==> src/rtl/lamp_seq_pkg.sv <==
`timescale 1ns/1ps
package lamp_seq_pkg;
  localparam int unsigned NUM_SHAPES = 8;
  localparam int unsigned SHAPE_W    = $clog2(NUM_SHAPES);
  localparam int unsigned RNG_W      = 16;

  typedef enum logic {BEAT_SLOW = 1'b0, BEAT_FAST = 1'b1} beat_e;
  typedef logic [SHAPE_W-1:0] shape_t;
endpackage

==> src/rtl/lamp_rst_sync.sv <==
`timescale 1ns/1ps
module lamp_rst_sync (
  input  logic clk_i,
  input  logic clr_i,
  output logic rst_no
);
  logic [1:0] sync_q;

  always_ff @(posedge clk_i or posedge clr_i) begin
    if (clr_i) sync_q <= '0;
    else       sync_q <= {sync_q[0], 1'b1};
  end

  assign rst_no = sync_q[1];
endmodule

==> src/rtl/lamp_beat_timer.sv <==
`timescale 1ns/1ps
module lamp_beat_timer
  import lamp_seq_pkg::*;
#(
  parameter int unsigned CLK_HZ = 50_000_000
) (
  input  logic  clk_i,
  input  logic  rst_ni,
  input  beat_e beat_i,
  output logic  tick_o
);
  localparam int unsigned SLOW_CNT = (CLK_HZ / 2 > 0) ? CLK_HZ / 2 : 1;
  localparam int unsigned FAST_CNT = (CLK_HZ / 4 > 0) ? CLK_HZ / 4 : 1;
  localparam int unsigned CNT_W    = (SLOW_CNT > 1) ? $clog2(SLOW_CNT) : 1;
  localparam logic [CNT_W-1:0] SLOW_LAST = CNT_W'(SLOW_CNT - 1);
  localparam logic [CNT_W-1:0] FAST_LAST = CNT_W'(FAST_CNT - 1);

  logic [CNT_W-1:0] cnt_q, cnt_d, last_cnt;

  always_comb begin
    last_cnt = (beat_i == BEAT_FAST) ? FAST_LAST : SLOW_LAST;
    tick_o   = (cnt_q == last_cnt);
    cnt_d    = tick_o ? '0 : cnt_q + 1'b1;
  end

  always_ff @(posedge clk_i or negedge rst_ni) begin
    if (!rst_ni) cnt_q <= '0;
    else         cnt_q <= cnt_d;
  end


  cnt_range_chk: assert property (@(posedge clk_i) disable iff (!rst_ni)
    (beat_i == BEAT_FAST) |-> (cnt_q <= FAST_LAST));
endmodule

==> src/rtl/lamp_lfsr.sv <==
`timescale 1ns/1ps
module lamp_lfsr
  import lamp_seq_pkg::*;
#(
  parameter logic [RNG_W-1:0] SEED = 16'hACE1
) (
  input  logic             clk_i,
  input  logic             rst_ni,
  output logic [SHAPE_W:0] pick_o
);
  logic [RNG_W-1:0] rng_q, rng_d;

  always_comb begin
    rng_d = {rng_q[RNG_W-2:0], rng_q[15] ^ rng_q[13] ^ rng_q[12] ^ rng_q[10]};
  end

  always_ff @(posedge clk_i or negedge rst_ni) begin
    if (!rst_ni) rng_q <= SEED;
    else         rng_q <= rng_d;
  end

  assign pick_o = rng_q[SHAPE_W:0];


  lfsr_nonzero_chk: assert property (@(posedge clk_i) disable iff (!rst_ni)
    rng_q != '0);
endmodule

==> src/rtl/lamp_shape_rom.sv <==
`timescale 1ns/1ps
module lamp_shape_rom
  import lamp_seq_pkg::*;
#(
  parameter int unsigned LAMPS  = 8,
  parameter int unsigned STEP_W = $clog2(2 * LAMPS)
) (
  input  shape_t            shape_i,
  input  beat_e             beat_i,
  input  logic [STEP_W-1:0] step_i,
  output logic [LAMPS-1:0]  frame_o,
  output logic [STEP_W-1:0] last_o
);
  localparam int HALF = LAMPS / 2;
  localparam int NL   = LAMPS;

  logic [LAMPS-1:0] alt_v, one_v, all_v, base;
  int k, p;

  for (genvar g = 0; g < LAMPS; g++) begin : g_alt
    assign alt_v[g] = (g % 2) == 1;
  end

  always_comb begin
    one_v  = LAMPS'(1);
    all_v  = '1;
    k      = int'(step_i);
    p      = 0;
    base   = '0;
    last_o = '0;
    case (shape_i)
      3'd0: begin
        p      = (k < NL) ? k : 2 * NL - 2 - k;
        base   = one_v << (NL - 1 - p);
        last_o = STEP_W'(2 * NL - 3);
      end
      3'd1: begin
        base   = one_v << (NL - 1 - k);
        last_o = STEP_W'(NL - 1);
      end
      3'd2: begin
        base   = ~(all_v >> (k + 1));
        last_o = STEP_W'(NL - 1);
      end
      3'd3: begin
        p      = (k < HALF) ? k : 2 * HALF - 2 - k;
        base   = (one_v << (NL - 1 - p)) | (one_v << p);
        last_o = STEP_W'(2 * HALF - 3);
      end
      3'd4: begin
        base   = one_v << (NL - 1 - 2 * k);
        last_o = STEP_W'(HALF - 1);
      end
      3'd5: begin
        base   = step_i[0] ? ~alt_v : alt_v;
        last_o = STEP_W'(1);
      end
      3'd6: begin
        base   = one_v << k;
        last_o = STEP_W'(NL - 1);
      end
      default: begin
        base   = (k < NL) ? ~(all_v >> (k + 1)) : (all_v >> (k - NL + 1));
        last_o = STEP_W'(2 * NL - 1);
      end
    endcase
    frame_o = (beat_i == BEAT_FAST) ? ~base : base;
  end
endmodule

==> src/rtl/lamp_sequencer.sv <==
`timescale 1ns/1ps
module lamp_sequencer
  import lamp_seq_pkg::*;
#(
  parameter int unsigned LAMPS  = 8,
  parameter int unsigned STEP_W = $clog2(2 * LAMPS)
) (
  input  logic             clk_i,
  input  logic             rst_ni,
  input  logic             tick_i,
  input  logic             rnd_mode_i,
  input  logic [SHAPE_W:0] pick_i,
  output beat_e            beat_o,
  output logic [LAMPS-1:0] lamps_o
);
  shape_t            shape_q, shape_d;
  beat_e             beat_q, beat_d;
  logic [STEP_W-1:0] step_q, step_d, step_last;
  logic              rep_q, rep_d, twice_q, twice_d;
  logic [LAMPS-1:0]  lamps_q, lamps_d, frame;
  logic              at_last, finish, swap;

  lamp_shape_rom #(.LAMPS(LAMPS), .STEP_W(STEP_W)) u_rom (
    .shape_i (shape_q),
    .beat_i  (beat_q),
    .step_i  (step_q),
    .frame_o (frame),
    .last_o  (step_last)
  );

  always_comb begin
    at_last = (step_q == step_last);
    finish  = at_last && (!twice_q || rep_q);
    swap    = tick_i && finish;
    shape_d = shape_q;
    beat_d  = beat_q;
    step_d  = step_q;
    rep_d   = rep_q;
    twice_d = twice_q;
    lamps_d = lamps_q;
    if (tick_i) begin
      lamps_d = frame;
      if (at_last) begin
        step_d = '0;
        if (finish) begin
          rep_d   = 1'b0;
          twice_d = ~twice_q;
          if (rnd_mode_i) begin
            shape_d = pick_i[SHAPE_W-1:0];
            beat_d  = beat_e'(pick_i[SHAPE_W]);
          end else begin
            shape_d = shape_q + 1'b1;
            if (shape_q == SHAPE_W'(NUM_SHAPES - 1))
              beat_d = (beat_q == BEAT_SLOW) ? BEAT_FAST : BEAT_SLOW;
          end
        end else begin
          rep_d = 1'b1;
        end
      end else begin
        step_d = step_q + 1'b1;
      end
    end
  end

  always_ff @(posedge clk_i or negedge rst_ni) begin
    if (!rst_ni) begin
      shape_q <= '0;
      beat_q  <= BEAT_SLOW;
      step_q  <= '0;
      rep_q   <= 1'b0;
      twice_q <= 1'b0;
      lamps_q <= '0;
    end else begin
      shape_q <= shape_d;
      beat_q  <= beat_d;
      step_q  <= step_d;
      rep_q   <= rep_d;
      twice_q <= twice_d;
      lamps_q <= lamps_d;
    end
  end

  assign beat_o  = beat_q;
  assign lamps_o = lamps_q;


  step_range_chk: assert property (@(posedge clk_i) disable iff (!rst_ni)
    step_q <= step_last);


  shape_hold_chk: assert property (@(posedge clk_i) disable iff (!rst_ni)
    !tick_i |=> ($stable(shape_q) && $stable(beat_q)));


  shape_order_chk: assert property (@(posedge clk_i) disable iff (!rst_ni)
    (swap && !rnd_mode_i) |=> ((shape_q - $past(shape_q)) == SHAPE_W'(1)));


  beat_flip_chk: assert property (@(posedge clk_i) disable iff (!rst_ni)
    (swap && !rnd_mode_i && shape_q == SHAPE_W'(NUM_SHAPES - 1)) |=> (beat_q != $past(beat_q)));


  repeat_alt_chk: assert property (@(posedge clk_i) disable iff (!rst_ni)
    swap |=> (twice_q != $past(twice_q)));
endmodule

==> src/rtl/lamp_pattern_seq.sv <==
`timescale 1ns/1ps
module lamp_pattern_seq
  import lamp_seq_pkg::*;
#(
  parameter int unsigned      CLK_HZ   = 50_000_000,
  parameter int unsigned      LAMPS    = 8,
  parameter logic [RNG_W-1:0] RNG_SEED = 16'hACE1
) (
  input  logic             clk_i,
  input  logic             clr_i,
  input  logic             rnd_mode_i,
  output logic [LAMPS-1:0] lamps_o
);
  localparam int unsigned STEP_W = $clog2(2 * LAMPS);

  logic             rst_n, tick;
  beat_e            beat;
  logic [SHAPE_W:0] pick;

  lamp_rst_sync u_rst (
    .clk_i  (clk_i),
    .clr_i  (clr_i),
    .rst_no (rst_n)
  );

  lamp_beat_timer #(.CLK_HZ(CLK_HZ)) u_timer (
    .clk_i  (clk_i),
    .rst_ni (rst_n),
    .beat_i (beat),
    .tick_o (tick)
  );

  lamp_lfsr #(.SEED(RNG_SEED)) u_rng (
    .clk_i  (clk_i),
    .rst_ni (rst_n),
    .pick_o (pick)
  );

  lamp_sequencer #(.LAMPS(LAMPS), .STEP_W(STEP_W)) u_seq (
    .clk_i      (clk_i),
    .rst_ni     (rst_n),
    .tick_i     (tick),
    .rnd_mode_i (rnd_mode_i),
    .pick_i     (pick),
    .beat_o     (beat),
    .lamps_o    (lamps_o)
  );


  lamps_on_tick_chk: assert property (@(posedge clk_i) disable iff (!rst_n)
    !tick |=> $stable(lamps_o));
endmodule

==> config.mk <==
export PLATFORM = sky130hd
export DESIGN_NAME = lamp_pattern_seq
export DESIGN_NICKNAME = d
export VERILOG_FILES = /design/src/rtl/lamp_seq_pkg.sv /design/src/rtl/lamp_rst_sync.sv /design/src/rtl/lamp_beat_timer.sv /design/src/rtl/lamp_lfsr.sv /design/src/rtl/lamp_shape_rom.sv /design/src/rtl/lamp_sequencer.sv /design/src/rtl/lamp_pattern_seq.sv
export SDC_FILE = /design/constraint.sdc
export NUM_CORES = 1
export LEC_CHECK = 0
export BUFFER_PORTS_ARGS = -buffer_cell sky130_fd_sc_hd__buf_2
export CORE_MARGIN = 1.5
export CORE_UTILIZATION = 55
export DETAILED_ROUTE_END_ITERATION = 12
export PLACE_DENSITY = 0.72
export SLEW_MARGIN = 20
export SYNTH_ARGS = -nofsm -noshare
export SYNTH_HDL_FRONTEND = slang
export SYNTH_HIERARCHICAL = 1
export SYNTH_SLANG_ARGS = --single-unit
export TNS_END_PERCENT = 10
==> constraint.sdc <==
create_clock -name clk_i -period 2.2 [get_ports clk_i]
set_clock_uncertainty 0.15 [all_clocks]
set_input_delay 0.22 -clock clk_i [delete_from_list [all_inputs] [get_ports clk_i]]
set_output_delay 0.22 -clock clk_i [all_outputs]
set_load 0.01 [all_outputs]
After elaboration in Yosys (flattened, before gate mapping)
Cells that the tools add are included.
Widths: inputs -> output; s select.
Operators by class
  bitwise logic cells: 7
  $mul: 0
  equality and inequality tests: 9
  shifts and indexed selects: 8
  $add $sub $neg: 12
  magnitude comparators: 2
  div/mod/pow operators: 0
  muxes and demuxes: 15
  reduce and logical (&&, ||, !) cells: 9
Operator list (count)
  $shl 1x32->8 const A: 5
  $mux 32: 2
  $sub 4x32->32 const A: 2
  $pmux 8 s7: 1
  $mux 25: 2
  $shr 8x32->8 const A: 1
  $add 25x1->25 const B: 1
  $eq 25x25->1: 1
  $mux 8: 3
  $pmux 4 s5: 1
  $not 8->8: 2
  $eq 3x3->1 const B: 4
  $sub 3x4->5 const A: 2
  $or 8x8->8: 1
  $shl 1x4->8 const A: 1
  $shr 8x5->8 const A: 1
  $add 5x2->6 const B: 1
  $eq 3x2->1 const B: 2
  $sub 3x5->6 const A: 1
  $add 4x1->5 const B: 1
  $sub 4x4->5 const A: 1
  $sub 4x4->5 const B: 1
  $add 4x1->4 const B: 1
  $eq 4x4->1: 1
  other kinds (18): 23
Word-level totals
  output and inout port bits: 8
  RAM bits: 0
  bits in read-only memories: 0
  memories: 0
  latch bits: 0
  bits of input ports: 3
  flip-flop bits (word level): 61

Longest topological paths before layout
Gate-level depths: netlist (run 1).
  depth in word-level cells: 8
  gate-level depth with buffers: 12
  depth with buffers taken out: 11

Modules after synthesis
The synthesis (run 1) kept the hierarchy.
Modules (own cells, without submodules)
  lamp_beat_timer: area an instance 1282.5 um2, instances 1, seq. area each 625.6 um2, cells an instance 131
  lamp_shape_rom: area an instance 1241.2 um2, instances 1, seq. area each 0.0 um2, cells an instance 192
  lamp_sequencer: area an instance 863.3 um2, instances 1, seq. area each 450.4 um2, cells an instance 73
  lamp_lfsr: area an instance 466.7 um2, instances 1, seq. area each 410.4 um2, cells an instance 23
  lamp_rst_sync: area an instance 57.6 um2, instances 1, seq. area each 50.0 um2, cells an instance 4

Worst setup path before layout (run 1)
No wires, ideal clock.
  path type: register -> register
  start point: register u_seq.step_q[3]
  end point: register u_seq.lamps_q[1], in the netlist u_seq/lamps_o[1]
  period minus slack after synthesis: 3.248 ns
  path buffers: 2
  library setup time: 0.125 ns
  arrival time: 2.974 ns
  data required time: 1.925 ns
  cell stages (with the launch flop): 12
  slack: -1.048 ns
  cells stage by stage: dfrtp_1 > clkbuf_1 > buf_2 > inv_1 > ha_1 > or4b_1 > a2111oi_0 > a41oi_1 > o22ai_1 > a31oi_1 > xnor2_1 > mux2_2
Between the ends
  word-level cells in the longest chain between the ends: 8
RTL lines
  start, declared: line lamp_sequencer.sv:18  | logic [STEP_W-1:0] step_q, step_d, step_last;
  start signal, assigned: line lamp_sequencer.sv:76  | step_q <= step_d;
  $sub 3x4->5 or $lt 4x3->1 (tied branches): line lamp_shape_rom.sv:46  | p = (k < HALF) ? k : 2 * HALF - 2 - k;
  $mux 32: line lamp_shape_rom.sv:46
  $sub 4x32->32: line lamp_shape_rom.sv:47  | base = (one_v << (NL - 1 - p)) | (one_v << p);
  $shl 1x32->8: line lamp_shape_rom.sv:47
  $or 8x8->8: line lamp_shape_rom.sv:47
  $pmux 8 s7 *: line lamp_shape_rom.sv:31  | case (shape_i)
  $not 8->8: line lamp_shape_rom.sv:67  | frame_o = (beat_i == BEAT_FAST) ? ~base : base;
  $mux 8 *: line lamp_shape_rom.sv:67
  named net u_seq.frame[1]: line lamp_sequencer.sv:20  | logic [LAMPS-1:0] lamps_q, lamps_d, frame;
  end signal, assigned: line lamp_sequencer.sv:79  | lamps_q <= lamps_d;
  end, declared: line lamp_sequencer.sv:20
Mark *: on every way through the listed nets, which the timed path passes. The rest lies on a longest branch.
A chain may end at the register's enable or synchronous reset.

Final worst setup path (run 1)
  start point: register u_seq.step_q[0]
  end point: register u_seq.lamps_q[5], in the netlist u_seq/lamps_o[5]
Same word-level chain as after synthesis.

==> metrics.cfg, run 1 <==
[status]
outcome=finished with violations
violations=setup timing

[routing]
drt_iter0_markers=186
vias_per_cell=5.86
firstDrtPassIters=5
drc=0
post_drt_wl_per_cell_um=15.8
ant_nets=0
routed_wl_um=9530
vias=3537

[global_route]
grt_max_degree=35
track_usage_pct=26.3
grt.overflow.total=0
grt_pass1_wl_um=15600
grt_pass1_vias=3437
antenna_found_initial=0

[cells_and_area]
fin_nets=521
fin_area_um2=5050
syn2layout_area_growth_pct=29.0
n_antenna_cell=0
multi_input_area_um2=2380
num-fill-cells=499
drive_gt1_share_pct=35.0
seq_area_um2=1540
final_common_cell=buf_4
layout_common_cells=81 x buf_4, 47 x dfrtp_1, 31 x nor2_1

[placement]
globalplace.congestion=0.898
numPortBuffers=10
placed_area_um2=4610
dp_hpwl_um=6810
dp_slack_ps=-823

[synthesis]
synth-seq-area-share_pct=39.3
yosys.area.top_type_share_pct=33.9
synth_area_leaders=dfrtp_1 34%, dfstp_2 5.4%, ha_1 4.8%
synth_ff_type=dfrtp_1
synth_seq_cells=61
syn_nets=441
synth_top_cell_by_area=dfrtp_1
synth.distinct_cells=74
synth_cells=423
synth_edf_count=0
synthArstFlopShare_pct=100
syn_area_um2=3910
ys_warn_count=6
synth_area_per_cell_um2=9.25

[setup_path]
critPathCaptureType=flip-flop
start_kind=flip-flop
worstPathRequired_ps=2320
crit_type=reg -> reg
worstPathArrival_ps=3110
worstPathMaxFanout=3

[die]
start_util_pct=57.3
die_h_um=87.3
coreArea_um2=6830
die_area_um2=7630
ios=11
die_w_um=87.3
num_rows=30

[sta]
setup_viol=9
hold_viol_final=0
maxSlewViolCount=0
max_freq_mhz=335
finalWorstSetupSlack_ps=-787
finalCritPeriodShare_pct=136
rsz0062_at_grt=true
worst_hold_slack_ps=90.0
fin_crit_ps=2990
worst_pin_slew_ps=593
setup-tns-final_ps=-5630
max-slew-margin-rel_pct=60.4

[clock_tree]
htree_num_levels=3
cts_root_buf=clkbuf_8
cts_sinks=61
clkLatencyLatePin_ps=340
path_clk_slew_ps=70
numCtsBuffers=9
clock_path_buffers=2
cts_tree=yes

[pwr]
finalPower_w=0.00223
cellPowerDensity_nw_per_um2=441
max-vdd-ir-drop_mv=0.441
leakagePower_nw=2.19

[hold_path]
hold_class=in -> reg

[flow_run]
max-cap-violations=0

## kinds of logic after synthesis
logic type	count (synthesis)	share of synthesized area (%)
buf+inv	41	5.21
other cells	2	0.192
flops	61	39.3
simple gates	155	22.3
mux	16	4.41
fa+ha+maj	15	4.80
xor+xnor	29	6.49
compound gates	104	17.3
## final timing paths
path | start | end | slack, ps | depth (start not counted)
setup / recovery | u_seq/step_q[0] | u_seq/lamps_o[5] | -790 | 12
hold / removal | rnd_mode_i | u_seq/beat_o | 90 | 3
setup reg to reg | u_seq/step_q[0] | u_seq/lamps_o[5] | -790 | 12
hold reg to reg | u_rst/sync_q[1] | u_seq/shape_q[2] | 130 | 0
max in group asynchronous | u_rst/sync_q[1] | u_rng/rng_q[15] | 1140 | 1
min in group asynchronous | clr_i | u_rst/sync_q[0] | 120 | 3
## critical path, stage by stage (launching register included)
cell and delay (ps):
dfrtp_2 410, buf_4 150, clkinv_4 40, nor3_1 30, ha_2 170, ha_1 290
or3b_4 390, a21oi_4 150, o32ai_4 120, or3_4 370, or4_1 410, nand4_1 100
mux2_2 140
## where the power goes
group,switching (W),internal [W],leakage (nW)
registers,0.00000968,0.00112,0.698
clock network,0.000432,0.000637,0.110
logic,0.0000156,0.00000773,1.38
## cell type report
cell class,instances,share of cell area (%)
multi-input cells,321,47.2
flip-flops and latches,61,30.6
repair buffers,95,14.3
clock buffers,10,2.53
well taps,96,2.38
clock inverters,6,1.74
inverters,15,1.26
## cell usage after synthesis (10+ instances only)
| master | n |
|---|---|
| a21oi_1 | 31 |
| dfrtp_1 | 53 |
| ha_1 | 15 |
| inv_1 | 13 |
| mux2_2 | 10 |
| nand2_1 | 24 |
| nand3_1 | 10 |
| nand4_1 | 14 |
| nor2_1 | 34 |
| nor3_1 | 13 |
| o21ai_0 | 25 |
| xnor2_1 | 21 |
## layer usage
| layer | up-vias | wire length (µm) | global-route usage, % |
|---|---|---|---|
| met5 | - | 0 | 0 |
| met4 | 0 | 254 | 11.3 |
| met3 | 29 | 274 | 4.45 |
| met2 | 74 | 4910 | 46.5 |
| met1 | 1729 | 4080 | 31.5 |
| li1 | 1705 | - | - |
## state kept, by name, indices dropped and copies added, names as in the netlist
| register | cells |
|---|---|
| u_timer/cnt_q | 25 |
| u_seq/lamps_o | 8 |
| u_rst/sync_q | 2 |
| u_seq/shape_q | 3 |
| u_rng/rng_q | 16 |
| u_seq/step_q | 4 |
| u_seq/rep_q | 1 |
| u_seq/twice_q | 1 |
| u_seq/beat_o | 1 |
## through the flow
stage | instances | util [%]
final | 604 | 73.9
after global routing | 604 | 73.9
after floorplan | 423 | -
after CTS | 604 | 72.7
after global placement | 585 | 67.5
after detailed placement | 585 | 67.5
## timing repair
item,CTS,global route
setup endpoints to repair,17,20
hold buffers,1,0
endpoints found under the hold margin,2,0
setup buffers,2,0
gates resized for setup,28,17
pin swaps,9,5
Power figures use the tool's default switching activity.
==> run 2, diff against run 1 <==
CORE_UTILIZATION = 60   (was 55)
PLACE_DENSITY = 0.77   (was 0.72)
==> run 2 against run 1 <==
Effect of this change: the flow still finishes with violations (setup timing); die area shrank 8.1%; via count up 2.3%; critical path depth is the same; register-to-register slack gained 80 ps; worst hold slack better by 8.6 ps; cell count shrank 4.3%; non-clock buffer count shrank 7; sequential share of layout area is 0.56 points higher; power increased by 1.4%; utilization grew 4.7 points; combinational power rose by 4%; critical path type unchanged; critical endpoint unchanged; largest power group unchanged; highest routed layer unchanged.
==> metrics.cfg, run 2 (synthesis gave the netlist of run 1 again) <==
[status]
outcome=finished with violations
violations=setup timing

[routing]
vias=3618  ; +2.3%
post_drt_wl_per_cell_um=17.3  ; +9.6%
drt_iter0_markers=275  ; +48%
vias_per_cell=6.26  ; +6.9%
routed_wl_um=9990  ; +4.9%
ant_nets=0  ; unchanged
firstDrtPassIters=5  ; unchanged
drc=0  ; unchanged

[cells_and_area]
fin_nets=514  ; -1.3%
fin_area_um2=4960  ; -1.7%
syn2layout_area_growth_pct=26.8
largest_register_ffs=25  ; unchanged
layout_common_cells=72 x buf_4, 46 x dfrtp_1, 31 x nor2_1
regMostFlops=u_timer/cnt_q
final_common_cell=buf_4
num-fill-cells=411  ; -18%
final_cells=578  ; -4.3%
drive_gt1_share_pct=35.1  ; +0.090 points
n_antenna_cell=0  ; unchanged

[clock_tree]
clock_path_buffers=2  ; unchanged
path_clk_slew_ps=80  ; about the same
clkLatencyLatePin_ps=340  ; about the same
cts_sinks=61  ; unchanged
numCtsBuffers=9  ; unchanged
cts_tree=yes
htree_num_levels=3  ; unchanged
cts_root_buf=clkbuf_8

[setup_path]
crit_start=u_seq/step_q[0]
crit_type=reg -> reg
r2r_start=u_seq/step_q[0]
worstPathMaxFanout=3  ; unchanged
rr_worst_depth=12  ; unchanged
reg2reg_slack_ps=-710  ; +80 ps
start_kind=flip-flop
critPathCaptureType=flip-flop
worstPathRequired_ps=2320  ; about the same
worstPathArrival_ps=3030  ; -80 ps

[die]
ios=11  ; unchanged
die_h_um=83.7  ; -4.1%
die_w_um=83.7  ; -4.1%
start_util_pct=62.0  ; +4.7 points
num_rows=29  ; -3.3%
coreArea_um2=6310  ; -7.6%
die_area_um2=7010  ; -8.1%

[global_route]
antenna_found_initial=0  ; unchanged
grt.overflow.total=0  ; unchanged
grt_util_met2_pct=47.4  ; +0.86 points
grt_max_degree=36  ; +2.9%
grt_pass1_wl_um=16500  ; +6.2%
grt_use_met3_pct=6.33  ; +1.9 points
grt_busiest_layer=met2
grtUsageMet1_pct=38.1  ; +6.6 points
track_usage_pct=29.4  ; +3.1 points
grt_pass1_vias=3595  ; +4.6%

[pwr]
pwr-share-comb_pct=1.1  ; about the same
p_sw_share_pct=21.2  ; +0.65 points
switching_power_w=0.000478  ; +4.6%
p_int_w=0.00178  ; +0.55%
seqPwrFrac_pct=50.2  ; -0.7 points
clockPowerShare_pct=48.8  ; +0.8 points
cellPowerDensity_nw_per_um2=455  ; +3.1%
leakagePower_nw=2.13  ; -2.7%
max-vdd-ir-drop_mv=0.684  ; +55%

[sta]
rsz0062_at_grt=true
worst_pin_slew_ps=543  ; -50.4 ps
finalWorstSetupSlack_ps=-710  ; +76.8 ps
worst_hold_slack_ps=98.6  ; +8.57 ps
fin_crit_ps=2910  ; -76.8 ps
max-slew-margin-rel_pct=63.8  ; +3.4 points
setup_viol=8  ; -1
maxSlewViolCount=0  ; unchanged
hold_viol_final=0  ; unchanged
max_freq_mhz=344  ; +2.6%
finalCritPeriodShare_pct=132  ; -3.5 points

[placement]
numPortBuffers=10  ; unchanged
dp_hpwl_um=6880  ; +0.91%
globalplace.congestion=0.947  ; +5.5%
placed_cells=560  ; -4.3%
placed_area_um2=4530  ; -1.8%

[hold_path]
whs_path_depth=3  ; unchanged
hp-start=rnd_mode_i
hold_class=in -> reg

[flow_run]
max-cap-violations=0  ; unchanged

-- run 2: changes by cell type in the layout (fill, tap and decap cells not counted), sizes merged --
cell / change
buf: -7
clkinv: -1
inv: +1
-- run 2: area by class of cell --
class | count | area (µm²) | area share [%]
clock buffers | 10 | 128 | 2.57
clock inverters | 6 | 95.1 | 1.92
well taps | 77 | 96.3 | 1.94
inverters | 15 | 63.8 | 1.29
flip-flops and latches | 61 | 1550 | 31.1
repair buffers | 88 | 666 | 13.4
multi-input cells | 321 | 2370 | 47.7
-- run 2: final timing paths --
check | to
min in group asynchronous | u_rng/rng_q[14]
hold / removal | u_seq/shape_q[0]
setup reg to reg | u_seq/lamps_o[5]
max in group asynchronous | u_seq/shape_q[0]
hold reg to reg | u_rng/rng_q[14]
setup / recovery | u_seq/lamps_o[5]
-- run 2: stage by stage --
step | util [%] | TNS (ps) | worst slack (ps) | total power, W
floorplan | - | -6890 | -753 | 0.00117
global placement | 71.8 | -6750 | -722 | 0.00118
detailed placement | 71.8 | -7430 | -795 | 0.00118
CTS | 76.8 | -5450 | -722 | 0.00229
global route | 78.6 | -6390 | -833 | 0.00233
finish | 78.6 | -5250 | -710 | 0.00226
-- run 2: layer usage --
layer | vias to the layer above | part of all wire, % | wire, µm
met3 | 36 | 5.8 | 579
met1 | 1727 | 42 | 4180
met2 | 155 | 49 | 4880
met5 | - | 0 | 0
li1 | 1700 | - | -
met4 | 0 | 3.5 | 352
-- run 2: critical path: stages (launching register included) --
cell and delay [ps]:
dfrtp_2 410, buf_4 140, clkinv_4 40, nor3_1 40
ha_2 170, ha_1 280, or3b_4 380, a21oi_2 130
o32ai_2 110, or3_4 360, or4_4 410, nand4_1 90
mux2_2 140
-- run 2: power by group through the flow --
stage                     Combinational (W)  Sequential [W]  Clock, W
after floorplan                  0.00000652         0.00116         0
after global placement            0.0000229         0.00115         0
after detailed placement          0.0000239         0.00115         0
after CTS                         0.0000253         0.00113   0.00113
after global routing              0.0000295         0.00113   0.00117
final                             0.0000243         0.00113   0.00110
-- run 2: what timing repair did --
action                                  in CTS  in global routing
pin swaps                                    9                 15
hold buffers                                 1                  0
endpoints found under the setup margin      18                 22
resized for setup                           24                 27
setup buffers                                1                  0
endpoints found under the hold margin        2                  0
